--- config.mk ---
export PLATFORM = sky130hd
export DESIGN_NAME = bkup_seq
export DESIGN_NICKNAME = d
export VERILOG_FILES = /design/src/rtl/bkup_pkg.sv /design/src/rtl/bkup_seal.sv /design/src/rtl/bkup_path.sv /design/src/rtl/bkup_sched.sv /design/src/rtl/bkup_seq.sv
export SDC_FILE = /design/constraint.sdc
export NUM_CORES = 1
export LEC_CHECK = 0
export ABC_AREA = 1
export BUFFER_PORTS_ARGS = -buffer_cell sky130_fd_sc_hd__clkbuf_2
export CAP_MARGIN = 20
export CORE_MARGIN = 4
export CORE_UTILIZATION = 28
export CTS_CLUSTER_SIZE = 20
export DETAILED_ROUTE_END_ITERATION = 8
export PLACE_DENSITY = 0.47
export SLEW_MARGIN = 15
export SYNTH_ARGS = -nofsm -noshare
export SYNTH_HDL_FRONTEND = slang
export SYNTH_SLANG_ARGS = --single-unit
export TNS_END_PERCENT = 1
--- constraint.sdc ---
create_clock -name clk -period 2.18 [get_ports clk]
set_clock_uncertainty 0.15 [all_clocks]
set_input_delay 0.218 -clock clk [delete_from_list [all_inputs] [get_ports clk]]
set_output_delay 0.218 -clock clk [all_outputs]
set_load 0.01 [all_outputs]
--- src/rtl/bkup_pkg.sv ---
package bkup_pkg;

   typedef enum logic [2:0] {
      PS_IDLE    = 3'd0,
      PS_MAIN    = 3'd1,
      PS_TO_BAT  = 3'd2,
      PS_BAT     = 3'd3,
      PS_TO_MAIN = 3'd4
   } pwr_st_t;

   function automatic int unsigned cnt_width(input int unsigned max_val);
      return (max_val < 2) ? 1 : $clog2(max_val + 1);
   endfunction

endpackage

--- src/rtl/bkup_seal.sv ---
module bkup_seal (
   input  logic clk,
   input  logic rst_n,
   input  logic vmain_low,
   input  logic reseal_req,
   input  logic vmain_off,
   output logic armed,
   output logic reseal_hit
);

   assign reseal_hit = reseal_req & vmain_off;

   always_ff @(posedge clk or negedge rst_n) begin
      if (!rst_n)          armed <= 1'b0;
      else if (reseal_hit) armed <= 1'b0;
      else if (!vmain_low) armed <= 1'b1;
   end

   // the latch only arms after the supply was seen above threshold
   assert_arm_cause_R6: assert property (@(posedge clk) disable iff (!rst_n)
      $rose(armed) |-> $past(!vmain_low));

endmodule

--- src/rtl/bkup_path.sv ---
module bkup_path
   import bkup_pkg::*;
(
   input  logic    clk,
   input  logic    rst_n,
   input  logic    tick,
   input  logic    vmain_low,
   input  logic    vmain_lt_bat,
   input  logic    vmain_gt_bat_hys,
   input  logic    armed,
   input  logic    reseal_hit,
   output pwr_st_t st_nxt,
   output logic    main_sel,
   output logic    bat_sel
);

   pwr_st_t st_q;
   logic    want_bat;

   assign want_bat = armed & vmain_low & vmain_lt_bat;

   always_comb begin
      st_nxt = st_q;
      if (reseal_hit) begin
         st_nxt = PS_IDLE;
      end else begin
         case (st_q)
            PS_IDLE:    if (!vmain_low) st_nxt = PS_MAIN;
            PS_MAIN:    if (want_bat) st_nxt = PS_TO_BAT;
            PS_TO_BAT:  if (tick) st_nxt = want_bat ? PS_BAT : PS_MAIN;
            PS_BAT:     if (vmain_gt_bat_hys) st_nxt = PS_TO_MAIN;
            PS_TO_MAIN: if (tick) st_nxt = vmain_gt_bat_hys ? PS_MAIN
                                          : (armed ? PS_BAT : PS_IDLE);
            default:    st_nxt = PS_IDLE;
         endcase
      end
   end

   always_ff @(posedge clk or negedge rst_n) begin
      if (!rst_n) begin
         st_q     <= PS_IDLE;
         main_sel <= 1'b0;
         bat_sel  <= 1'b0;
      end else begin
         st_q     <= st_nxt;
         main_sel <= (st_nxt == PS_MAIN);
         bat_sel  <= (st_nxt == PS_BAT);
      end
   end

   // break-before-make in both directions
   assert_bbm_to_bat_R4: assert property (@(posedge clk) disable iff (!rst_n)
      $rose(bat_sel) |-> $past(!main_sel));
   assert_bbm_to_main_R4: assert property (@(posedge clk) disable iff (!rst_n)
      $rose(main_sel) |-> $past(!bat_sel));
   // battery selected only after both low-supply flags held
   assert_bat_entry_R2: assert property (@(posedge clk) disable iff (!rst_n)
      $rose(bat_sel) |-> $past(vmain_low && vmain_lt_bat));
   // a gap ends only on a tick
   assert_gap_tick_R4: assert property (@(posedge clk) disable iff (!rst_n)
      ($past(!main_sel && !bat_sel && st_q != PS_IDLE) && (main_sel || bat_sel)
       && !$past(reseal_hit)) |-> $past(tick));

endmodule

--- src/rtl/bkup_sched.sv ---
module bkup_sched
   import bkup_pkg::*;
#(
   parameter int unsigned TEST_TICKS   = 1235,
   parameter int unsigned PULSE_TICKS  = 1300,
   parameter int unsigned PERIOD_TICKS = 86_400_000
) (
   input  logic clk,
   input  logic rst_n,
   input  logic tick,
   input  logic on_main_nxt,
   input  logic main_entry,
   input  logic bat_good,
   output logic test_on,
   output logic pulse_on,
   output logic bat_res
);

   localparam int unsigned WIN_W = cnt_width(TEST_TICKS);
   localparam int unsigned PLS_W = cnt_width(PULSE_TICKS);
   localparam int unsigned PER_W = cnt_width(PERIOD_TICKS);
   localparam logic [WIN_W-1:0] WIN_LOAD = WIN_W'(TEST_TICKS);
   localparam logic [PLS_W-1:0] PLS_LOAD = PLS_W'(PULSE_TICKS);
   localparam logic [PER_W-1:0] PER_LOAD = PER_W'(PERIOD_TICKS);
   localparam logic [WIN_W-1:0] WIN_ONE  = WIN_W'(1);
   localparam logic [PLS_W-1:0] PLS_ONE  = PLS_W'(1);
   localparam logic [PER_W-1:0] PER_ONE  = PER_W'(1);

   logic [WIN_W-1:0] win_left;
   logic [PLS_W-1:0] pls_left;
   logic [PER_W-1:0] per_left;
   logic             start;

   assign start = main_entry | (tick & (per_left == PER_ONE));

   always_ff @(posedge clk or negedge rst_n) begin
      if (!rst_n) begin
         test_on  <= 1'b0;
         pulse_on <= 1'b0;
         bat_res  <= 1'b0;
         win_left <= '0;
         pls_left <= '0;
         per_left <= '0;
      end else if (!on_main_nxt) begin
         test_on  <= 1'b0;
         pulse_on <= 1'b0;
      end else if (start) begin
         test_on  <= 1'b1;
         pulse_on <= 1'b1;
         win_left <= WIN_LOAD;
         pls_left <= PLS_LOAD;
         per_left <= PER_LOAD;
      end else if (tick) begin
         per_left <= per_left - PER_ONE;
         if (test_on) begin
            if (win_left == WIN_ONE) begin
               test_on <= 1'b0;
               bat_res <= bat_good;
            end else begin
               win_left <= win_left - WIN_ONE;
            end
         end
         if (pulse_on) begin
            if (pls_left == PLS_ONE) pulse_on <= 1'b0;
            else                     pls_left <= pls_left - PLS_ONE;
         end
      end
   end

   // the result changes only as a window closes normally
   assert_res_hold_R10: assert property (@(posedge clk) disable iff (!rst_n)
      (bat_res != $past(bat_res)) |-> ($fell(test_on) && $past(tick)));
   // a window never opens without a start request
   assert_win_open_R7: assert property (@(posedge clk) disable iff (!rst_n)
      $rose(test_on) |-> $past(on_main_nxt));

endmodule

--- src/rtl/bkup_seq.sv ---
module bkup_seq
   import bkup_pkg::*;
#(
   parameter int unsigned TEST_TICKS     = 1235,
   parameter int unsigned PULSE_TICKS    = 1300,
   parameter int unsigned PERIOD_TICKS   = 86_400_000,
   parameter bit          TEST_PULSE_LOW = 1'b0
) (
   input  logic clk,
   input  logic rst_n,
   input  logic tick_i,
   input  logic vmain_low_i,
   input  logic vmain_lt_bat_i,
   input  logic vmain_gt_bat_hys_i,
   input  logic bat_good_i,
   input  logic reseal_i,
   input  logic vmain_off_i,
   output logic main_sel_o,
   output logic bat_sel_o,
   output logic bat_on_o,
   output logic bat_ok_o,
   output logic test_load_o,
   output logic test_pulse_o
);

   if (TEST_TICKS < 1) begin : g_bad_test
      $error("TEST_TICKS must be at least 1");
   end
   if (PULSE_TICKS < 1) begin : g_bad_pulse
      $error("PULSE_TICKS must be at least 1");
   end
   if (PERIOD_TICKS <= TEST_TICKS || PERIOD_TICKS <= PULSE_TICKS) begin : g_bad_period
      $error("PERIOD_TICKS must exceed both the window and the pulse");
   end

   logic    armed;
   logic    reseal_hit;
   pwr_st_t st_nxt;
   logic    main_sel;
   logic    bat_sel;
   logic    on_main_nxt;
   logic    main_entry;
   logic    test_on;
   logic    pulse_on;
   logic    bat_res;

   bkup_seal u_seal (
      .clk        (clk),
      .rst_n      (rst_n),
      .vmain_low  (vmain_low_i),
      .reseal_req (reseal_i),
      .vmain_off  (vmain_off_i),
      .armed      (armed),
      .reseal_hit (reseal_hit)
   );

   bkup_path u_path (
      .clk              (clk),
      .rst_n            (rst_n),
      .tick             (tick_i),
      .vmain_low        (vmain_low_i),
      .vmain_lt_bat     (vmain_lt_bat_i),
      .vmain_gt_bat_hys (vmain_gt_bat_hys_i),
      .armed            (armed),
      .reseal_hit       (reseal_hit),
      .st_nxt           (st_nxt),
      .main_sel         (main_sel),
      .bat_sel          (bat_sel)
   );

   assign on_main_nxt = (st_nxt == PS_MAIN);
   assign main_entry  = on_main_nxt & ~main_sel;

   bkup_sched #(
      .TEST_TICKS   (TEST_TICKS),
      .PULSE_TICKS  (PULSE_TICKS),
      .PERIOD_TICKS (PERIOD_TICKS)
   ) u_sched (
      .clk         (clk),
      .rst_n       (rst_n),
      .tick        (tick_i),
      .on_main_nxt (on_main_nxt),
      .main_entry  (main_entry),
      .bat_good    (bat_good_i),
      .test_on     (test_on),
      .pulse_on    (pulse_on),
      .bat_res     (bat_res)
   );

   assign main_sel_o  = main_sel;
   assign bat_sel_o   = bat_sel;
   assign bat_on_o    = bat_sel;
   assign bat_ok_o    = bat_res & main_sel;
   assign test_load_o = test_on;

   if (TEST_PULSE_LOW) begin : g_pulse_low
      assign test_pulse_o = ~pulse_on;
   end else begin : g_pulse_high
      assign test_pulse_o = pulse_on;
   end

   // the battery is only ever selected with the seal armed
   assert_seal_R6: assert property (@(posedge clk) disable iff (!rst_n)
      bat_sel |-> armed);
   // no test load unless the main supply feeds the rail
   assert_load_main_R11: assert property (@(posedge clk) disable iff (!rst_n)
      test_load_o |-> main_sel_o);
   // health flag forced low in backup
   assert_ok_low_R11: assert property (@(posedge clk) disable iff (!rst_n)
      bat_on_o |-> !bat_ok_o);
   // never both switches
   assert_excl_R4: assert property (@(posedge clk) disable iff (!rst_n)
      !(main_sel_o && bat_sel_o));

endmodule

### After elaboration in Yosys (flattened, before gate mapping)

Index checks and enable logic that the tools add are counted.

| word-level totals | value |
|---|---|
| register bits | 58 |
| output and inout bits | 6 |
| word-level logic and storage cells | 75 |

| cells by class | value |
|---|---|
| equality and inequality tests | 13 |
| add/subtract/negate cells | 3 |
| reduce and logical (&&, ||, !) cells | 8 |
| bitwise gates (word level) | 9 |
| mux-type cells | 32 |

Operators by type and width:

| kind | number |
|---|---|
| 2-to-1 mux 11 bit | 8 |
| 2-to-1 mux 27 bit | 2 |
| equality test 27 x 1 -> 1 bit, second input constant | 1 |
| subtractor 27 x 1 -> 27 bit, second input constant | 1 |
| equality test 11 x 1 -> 1 bit, second input constant | 2 |
| subtractor 11 x 1 -> 11 bit, second input constant | 2 |
| 2-to-1 mux 3 bit | 7 |
| one-hot mux 3 bit (5 select lines) | 1 |
| 2-to-1 mux 1 bit | 12 |
| equality test 3 x 2 -> 1 bit, second input constant | 3 |
| AND reduction 4 bit | 2 |
| AND 1 bit | 6 |
| equality test 3 x 1 -> 1 bit, second input constant | 2 |
| != test 2 x 1 -> 1 bit, second input constant | 3 |
| nonzero test 2 bit | 3 |
| AND reduction 5 bit | 1 |
| 2-to-1 mux 2 bit | 2 |
| equality test 3 bit, second input constant | 1 |
| logical NOT 3 bit | 1 |
| != test 3 x 2 -> 1 bit, second input constant | 1 |
| NOT 1 bit | 2 |
| AND reduction 2 bit | 1 |
| bitwise OR 1 bit | 1 |

### Longest topological paths before layout

Gate-level depths: netlist (run 1).

| logic depth | value |
|---|---|
| depth after elaboration | 11 |
| mapped depth | 13 |

### By module

From an unflattened synthesis (run 1), not the netlist that was laid out.

| second synthesis, totals | value |
|---|---|
| cells, all modules | 556 |
| area total of the unflattened synthesis | 3,784.9 um^2 |

By module, submodules not included:

| module | cells each | area an instance (um^2) | instances |
|---|---|---|---|
| bkup_sched | 484 | 3,357.0 | 1 |
| bkup_path | 58 | 341.6 | 1 |
| bkup_seal | 6 | 43.8 | 1 |
| bkup_seq | 8 | 42.5 | 1 |

### Worst setup path after synthesis (run 1)

Ideal clock, no wire load.

| path | value |
|---|---|
| kind | flip-flop to flip-flop |
| start point | register u_sched.per_left[8] |
| end point | register u_sched.win_left[2] |
| required time | 1.913 ns |
| setup time | 0.117 ns |
| data arrival time | 1.565 ns |
| cell stages (with the launch flop) | 11 |
| period minus slack after synthesis | 1.833 ns |
| buffers on the path | 1 |
| slack | 0.347 ns |
| cells stage by stage | dfrtp_1 nor2_1 nand2_1 nor2_1 and2_1 nand4_1 nand2_2 buf_2 nor2_1 nand3_1 nand2_1 |

| on the way | value |
|---|---|
| word-level cells in the longest chain between the ends | 5 |
| elaborated cells between the ends (all ways) | 8 |
| those cells by class | eq/ne (2); mux (1); bitwise (2); reduce/logical (3) |

RTL lines:

| item | line | text |
|---|---|---|
| start, declared | bkup_sched.sv:31 | `logic [PER_W-1:0] per_left;` |
| start signal, assigned | bkup_sched.sv:54 | `per_left <= per_left - PER_ONE;` |
| equality test 27 x 1 -> 1 bit (*) | bkup_sched.sv:34 | `assign start = main_entry \| (tick & (per_left == PER_ONE));` |
| AND 1 bit (*) | bkup_sched.sv:34 |  |
| bitwise OR 1 bit (*) | bkup_sched.sv:34 |  |
| != test 2 x 1 -> 1 bit (no line) or nonzero test 2 bit (tied branches) | n/a |  |
| AND reduction 4 bit (no line) | n/a |  |
| end signal, assigned | bkup_sched.sv:60 | `win_left <= win_left - WIN_ONE;` |
| end, declared | bkup_sched.sv:29 | `logic [WIN_W-1:0] win_left;` |

Every way passes the cells marked *; elsewhere a longest branch is shown, timed or not.
A chain may end at the register's enable or synchronous reset.

### Worst setup path in the final report (run 1)

| path | value |
|---|---|
| start point | register u_path.st_q[0] |
| end point | register u_sched.per_left[14] |

| on the way | value |
|---|---|
| word-level cells in the longest chain between the ends | 8 |
| elaborated cells between the ends (all ways) | 18 |
| those cells by class | eq/ne (5); mux (8); bitwise (2); reduce/logical (3) |

RTL lines:

| item | line | text |
|---|---|---|
| start, declared | bkup_path.sv:17 | `pwr_st_t st_q;` |
| start signal, assigned | bkup_path.sv:45 | `st_q <= st_nxt;` |
| equality test 3 bit (tied with other cells) | bkup_path.sv:27 | `case (st_q)` |
| one-hot mux 3 bit (5 select lines) (*) | bkup_path.sv:27 |  |
| 2-to-1 mux 3 bit (*) | bkup_path.sv:24 | `if (reseal_hit) begin` |
| equality test 3 x 1 -> 1 bit (*) | bkup_seq.sv:71 | `assign on_main_nxt = (st_nxt == PS_MAIN);` |
| AND 1 bit | bkup_seq.sv:72 | `assign main_entry = on_main_nxt & ~main_sel;` |
| bitwise OR 1 bit | bkup_sched.sv:34 |  |
| nonzero test 2 bit (no line) | n/a |  |
| AND reduction 2 bit (no line) | n/a |  |

Marks and branches as above.

==> run summary, run 1 <==
Synth top area cells = dfrtp_1 39%, nand2_1 14%, nor2_1 9.4%
Total Routing Usage GR = 13.32%
Layout Cells excl Fill = 749
Worst-Margin Slew = 0.4166 ns
Compound-Gate Fraction of Synth Area = 3.746%
Area share of the largest cell type after synthesis = 38.80%
Drc violations = 0
Worst hold path depth = 3
Setup CP Type = flop to flop
# placed instances = 719
Synth Instances = 529
Largest net degree at the start of global routing = 59
R2R depth = 10
Leakage power = 2.362 nW
Yosys warns = 0
Slowest-stage cell, CP = dfrtp_1
Max Transition Viols Final = 0
Largest family of logic cells by synthesized area = simple AND/OR/NAND/NOR gates
P&R area growth vs syn = 25.75%
Synth unique cells = 27
Internal Power = 4.335 mW
Worst slack, placed = -0.06239 ns
Metal-1 WL = 4.891 mm
Uppermost layer routed = met4
Final Cycle Share = 92.71%
Critical Path RT = 2.29 ns
Synth Area in Simple Gates = 38.36%
Vias in the first global route = 3316
Critical Path End Type = flop
Gate power share = 57.9%
Via density = 4.601
Top_reg_cell synth = dfrtp_1
Crit path time final = 2.021 ns
Post-synthesis sequential area ratio = 38.80%
Cell area after synthesis = 3741 um^2
Final setup violation count = 0
Worst-Skew Late Latency = 0.33 ns
PwrDens = 1685 nW/um^2
Total number of vias = 3446
Final wirelength = 9.932 mm
Sw Share = 45.30%
First drt pass iteration count = 4
Setup slack after layout = 0.1588 ns
Global route overflow = 0
Placed cell area = 4113 um^2
H-Tree Depth = 3
PortBufs = 14
Net Switching = 3.591 mW
Rows = 41
Initial Util = 29.17%
Crit-path cells = inv_2 -> nand2_1 -> nor2_2 -> nand2_1 -> nand4_1 -> nand4_4 -> nand2_8 -> buf_12 -> o21ai_0 -> o21ai_1
HP Class = primary input to flop
Antenna diodes = 0
Clk pwr share = 17.5%
Detailed Place HPWL = 6.690 mm
First-pass GRT wire length = 16.15 mm
TritonCTS Buffers = 9
Hold Fails Final Rpt = 0
Die width = 123.6 um
Final GP Congestion = 0.8358
Synthesized Nets = 544
Crit path max fanout = 20
Post-synthesis average cell area = 7.072 um^2
CP startpoint kind = flop
CP dominant cell by count = nand2_1
FILL cells = 1368
Die area = 15270 um^2
Initial DRC count = 190
Clock Tree Buf Depth = 2
Post-synthesis register bit count = 58
Cell area after layout = 4705 um^2
Layout cells sized above 1 = 15.08%
Routed len/inst = 13.26 um
Final nets = 587
Data arrival, critical path = 2.13 ns
Number of synthesized flops with an enable pin = 0
Core region area = 12820 um^2
Max-cap viol count = 0
Max Freq = 0.4948 GHz
Chip Height = 123.6 um
CTS clk-pin slew, worst paths = 0.05 ns
Cell accounting for the most synthesized area = dfrtp_1
Post-synthesis adder-cell area fraction = 2.007%
Metal2 WL = 4.528 mm
Max incr delay on CP = 0.43 ns
Final ANT Viol Nets = 0
Max_slew headroom = 72.01%
Wire length on met3 = 380 um
Share of power burned in registers = 24.5%
CTS tree = built
Synth Area in XOR/XNOR = 9.365%
Status = complete, no violations
IO Pins = 15
Worst vdd ir = 0.0006337 V
Root Buffer = clkbuf_16
Multiplexer area fraction after synthesis = 0%
Antenna violations before repair = 0
CTS Sinks = 58
Post-synth ARST share = 100.0%
flip-flops by register name, summed over array words and instances, names as in the netlist:
name              flops
u_path.bat_sel        1
u_sched.win_left     11
u_path.st_q           3
u_sched.bat_res       1
u_sched.pls_left     11
u_sched.per_left     27
u_sched.pulse_on      1
u_seal.armed          1
u_sched.test_on       1
u_path.main_sel       1
kinds of logic (layout without fill, tap and decap cells):
family,Yosys count,after routing
buffers and inverters,63,111
AND/OR/NAND/NOR,334,334
flip-flops,58,58
AO/OA/AOI/OAI,28,28
XOR/XNOR,40,40
adder cells (fa/ha/maj),6,6
path summary, 6_finish.rpt:
kind	startpoint	end	slack (ns)
setup reg to reg	u_path.st_q[0]	u_sched.per_left[14]	0.16
hold reg to reg	u_sched.win_left[10]	u_sched.win_left[10]	0.36
max in group asynchronous	rst_n	u_path.st_q[1]	1.29
setup / recovery	u_path.st_q[0]	u_sched.per_left[14]	0.16
hold / removal	vmain_gt_bat_hys_i	u_path.st_q[2]	0.04
min in group asynchronous	rst_n	u_sched.per_left[22]	0.27
metal layers:
metal  global-route usage [%]  up-vias
met5                        0        -
met4                    4.567        0
met3                    2.316        8
met2                    20.78       42
met1                    18.64     1623
li1                         -     1773
synthesized netlist by cell type, types with 2 or more instances:
cell type,count
xnor2_1,7
ha_1,6
xor2_1,33
o21ai_1,14
inv_2,5
buf_2,9
dfrtp_1,58
nand2_2,2
nand2_1,142
nand4_1,12
nand3b_1,3
nor2_1,94
a21oi_1,3
clkbuf_1,3
buf_6,5
o21ai_0,11
nand3_1,68
inv_1,39
nor3_1,7
metrics by stage:
stage / power [mW] / util [%] / hold slack, ns / setup TNS, ns
floorplan: 4.802 / - / -0.2276 / 0
global placement: 5.833 / 32.07 / 0.1069 / -0.3794
detailed placement: 5.862 / 32.07 / 0.1084 / -1.046
CTS: 7.311 / 34.53 / 0.03474 / 0
global route: 8.681 / 36.68 / 0.06926 / -0.1147
finish: 7.926 / 36.68 / 0.04479 / 0
final cells by class:
class                           instances  area, um^2  share of cell area [%]
Timing Repair Buffer                   51       505.5                   10.74
Tap cell                              172       215.2                   4.574
Clock buffer                           10       229.0                   4.867
Multi-Input combinational cell        408        2077                   44.15
Inverter                               44       167.7                   3.564
Sequential cell                        58        1453                   30.88
Clock inverter                          6       57.56                   1.223
power groups by stage:
| stage | sequential, mW | clock, mW | combinational (mW) |
|---|---|---|---|
| 4_1_cts | 1.94 | 1.42 | 3.95 |
| 2_1_floorplan | 1.84 | 0 | 2.96 |
| 6_report | 1.94 | 1.39 | 4.59 |
| 5_1_grt | 2.02 | 1.47 | 5.19 |
| 3_3_place_gp | 1.94 | 0 | 3.89 |
| 3_5_place_dp | 1.94 | 0 | 3.92 |
cell usage in the layout, fill, tap and decap left out, drive strengths merged:
cell type,synthesis,final
o21ai,25,25
dlygate4sd3,0,1
buf,16,32
xor2,33,33
nand4,14,14
dfrtp,58,58
dlymetal6s4s,0,1
bufinv,0,1
ha,6,6
a21oi,3,3
inv,44,44
clkbuf,3,27
and2,1,1
clkinvlp,0,1
xnor2,7,7
clkinv,0,4
nand3b,3,3
nand3,68,68
nor2,95,95
nor3,7,7
or2,1,1
nand2,144,144
nor4,1,1
timing repair:
item | in CTS | in global routing
resized for setup | 3 | 28
cloned | 0 | 4
setup endpoints to repair | 23 | 52
pin swaps | 0 | 6
hold buffers | 2 | 0
endpoints found under the hold margin | 59 | 0
buffers inserted | 0 | 9
worst max-delay path, delay by kind of cell, from the launching register on:
| family | cells | cell delay, ns |
|---|---|---|
| and+or+nand+nor | 6 | 0.93 |
| DFF | 1 | 0.43 |
| buffers and inverters | 2 | 0.26 |
| AOI/OAI and AO/OA | 2 | 0.16 |
Note: power is estimated with default switching activity, not from simulation.
==> run 2: changes to the inputs <==
- CAP_MARGIN: 20 -> 40
- GPL_TIMING_DRIVEN: default -> 0
- PLACE_DENSITY: 0.47 -> default
- PLACE_DENSITY_LB_ADDON: default -> 0.15
==> run summary, run 2 (synthesized netlist as in run 1, its figures left out) <==
Min-delay src = bat_good_i (was vmain_gt_bat_hys_i)
Placed cell area = 4049 um^2 (was 4113 um^2)
Vias in the first global route = 3300 (was 3316)
Most common cell after layout, fill and taps aside = nand2_1 (unchanged)
CTS tree = built (unchanged)
Final Cycle Share = 94.97% (was 92.71%)
Worst hold path depth = 5 (was 3)
Sw Share = 45.92% (was 45.30%)
Layout Cells excl Fill = 739 (was 749)
Worst-Margin Slew = 0.4076 ns (was 0.4166 ns)
Data arrival, critical path = 2.19 ns (was 2.13 ns)
Internal Power = 4.189 mW (was 4.335 mW)
Largest net degree at the start of global routing = 33 (was 59)
Hold Path End = u_sched.bat_res (was u_path.st_q[2])
Clk pwr share = 19.8% (was 17.5%)
Crit-path cells = dlygate4sd3_1 -> nor2_1 -> nand2_1 -> nand2_1 -> inv_1 -> nand4_1 -> nand4_4 -> nand2_4 -> buf_12 -> buf_8 -> nand3_1 -> nand2_1 (was inv_2 -> nand2_1 -> nor2_2 -> nand2_1 -> nand4_1 -> nand4_4 -> nand2_8 -> buf_12 -> o21ai_0 -> o21ai_1)
# placed instances = 716 (was 719)
Routed len/inst = 13.45 um (was 13.26 um)
Setup CP Type = primary input to flop (was flop to flop)
Final GP Congestion = 0.8522 (was 0.8358)
Final ANT Viol Nets = 0 (unchanged)
Drc violations = 0 (unchanged)
Via density = 4.593 (was 4.601)
Max incr delay on CP = 0.60 ns (was 0.43 ns)
Final nets = 577 (was 587)
TritonCTS Buffers = 9 (unchanged)
Final setup violation count = 0 (unchanged)
R2R depth = 11 (was 10)
Core region area = 12820 um^2 (unchanged)
Worst vdd ir = 0.0007195 V (was 0.0006337 V)
Biggest regs = u_sched.per_left (27), u_sched.pls_left (11), u_sched.win_left (11) (unchanged)
Die width = 123.6 um (unchanged)
Max Freq = 0.4830 GHz (was 0.4948 GHz)
Critical Path RT = 2.30 ns (was 2.29 ns)
Critical Path End Type = flop (unchanged)
R2r startpoint = u_path.st_q[1] (was u_path.st_q[0])
First drt pass iteration count = 4 (unchanged)
Antenna violations before repair = 0 (unchanged)
CP startpoint kind = primary input (was flop)
CTS clk-pin slew, worst paths = 0.06 ns (was 0.05 ns)
Antenna diodes = 0 (unchanged)
Crit path max-delay family = simple AND/OR/NAND/NOR gates (unchanged)
Rows = 41 (unchanged)
Final design utilization = 35.63% (was 36.68%)
Worst reg2reg path endpoint = u_sched.win_left[10] (was u_sched.per_left[14])
Register with the most flip-flops = u_sched.per_left (unchanged)
P&R area growth vs syn = 22.14% (was 25.75%)
Crit path max fanout = 10 (was 20)
Hold Fails Final Rpt = 0 (unchanged)
CP dominant cell by count = nand2_1 (unchanged)
Gate power share = 54.8% (was 57.9%)
Total number of vias = 3394 (was 3446)
Share of power burned in registers = 25.4% (was 24.5%)
Max_slew headroom = 72.83% (was 72.01%)
IO Pins = 15 (unchanged)
Max reg flops = 27 (unchanged)
Leakage power = 2.278 nW (was 2.362 nW)
PwrDens = 1695 nW/um^2 (was 1685 nW/um^2)
Final wirelength = 9.942 mm (was 9.932 mm)
Initial Util = 29.17% (unchanged)
Status = complete, no violations (unchanged)
Worst-Skew Late Latency = 0.33 ns (about the same)
H-Tree Depth = 3 (unchanged)
Initial DRC count = 203 (was 190)
Detailed Place HPWL = 7.279 mm (was 6.690 mm)
Max-cap viol count = 0 (unchanged)
Cell area after layout = 4569 um^2 (was 4705 um^2)
First-pass GRT wire length = 16.64 mm (was 16.15 mm)
HP Class = primary input to flop (unchanged)
Most frequent cells in the layout = 138 x nand2_1, 91 x nor2_1, 65 x nand3_1 (was 139 x nand2_1, 89 x nor2_1, 66 x nand3_1)
Max Transition Viols Final = 0 (unchanged)
PortBufs = 14 (unchanged)
Slowest-stage cell, CP = dlygate4sd3_1 (was dfrtp_1)
Die area = 15270 um^2 (unchanged)
Root Buffer = clkbuf_16 (unchanged)
CTS Sinks = 58 (unchanged)
Global route overflow = 0 (unchanged)
Total Routing Usage GR = 13.94% (was 13.32%)
Worst Path Buf+Inv = 4 (was 2)
Crit path time final = 2.070 ns (was 2.021 ns)
Chip Height = 123.6 um (unchanged)
Clock Tree Buf Depth = 2 (unchanged)
R2R setup slack = 0.12 ns (was 0.16 ns)
RSZ-0062 raised after global routing = true
Layout cells sized above 1 = 14.11% (was 15.08%)
Net Switching = 3.557 mW (was 3.591 mW)
-- run 2: cell count changes in the layout (fill, tap and decap cells not counted), sizes merged --
cell / change
bufinv: +1
dlymetal6s4s: -1
dlygate4sd3: +1
clkinv: -1
buf: -11
clkinvlp: +1
-- run 2: worst max path at each step --
stage                                   start                   end  slack, ns  cells after the start
after floorplan           u_sched.per_left[8]   u_sched.win_left[2]       0.35                     10
after detailed placement  u_sched.per_left[8]   u_sched.win_left[9]      -0.20                     10
final                             vmain_low_i  u_sched.win_left[10]       0.11                     12
after global placement    u_sched.per_left[8]   u_sched.pls_left[6]      -0.23                     10
after CTS                      u_path.st_q[0]   u_sched.pls_left[2]      0.003                     11
after global routing           u_path.st_q[1]   u_sched.per_left[5]      -0.03                     12
-- run 2: through the flow --
step	hold WS [ns]	power, mW	setup WS (ns)	TNS, ns
finish	0.03282	7.745	0.1098	0
global route	0.04599	8.476	-0.03236	-0.3836
CTS	0.03688	7.399	0.002890	0
detailed placement	0.05529	5.802	-0.2025	-6.016
global placement	0.2985	5.798	-0.2332	-8.096
floorplan	-0.2276	4.802	0.3471	0
-- run 2: tightest hold or removal path, cell delays in order --
cell	delay [ns]
clkbuf_2	0.08
inv_1	0.03
nand3_1	0.07
nand2_1	0.05
inv_1	0.04
-- run 2: per-layer routing --
| layer | global-route usage (%) | up-vias | routed length, um |
|---|---|---|---|
| met5 | 0 | - | 0 |
| li1 | - | 1750 | - |
| met3 | 2.498 | 13 | 445 |
| met4 | 5.467 | 0 | 181 |
| met1 | 19.29 | 1566 | 4856 |
| met2 | 21.56 | 65 | 4459 |
-- run 2: timing repair --
action	in CTS	in global routing
hold buffers	2	0
setup buffers	2	3
gates cloned	0	1
pin swaps	1	6
setup endpoints to repair	48	51
gates resized for setup	3	45
endpoints found under the hold margin	27	0
-- run 2: power by group through the flow --
stage	Combinational, mW	Clock, mW	Sequential, mW
floorplan	2.96	0	1.84
global placement	3.84	0	1.95
detailed placement	3.85	0	1.96
CTS	3.90	1.56	1.94
global route	4.83	1.62	2.03
finish	4.24	1.53	1.97
-- run 2: area by class of cell --
type	count	area, um^2
buffer	19	181.4
clock buffer	9	225.2
multi-input combinational	408	2064
sequential	58	1454
fill	1355	8255
tap	172	215.2
inverter	44	165.2
timing repair buffer	22	170.2
clock inverter	7	93.84
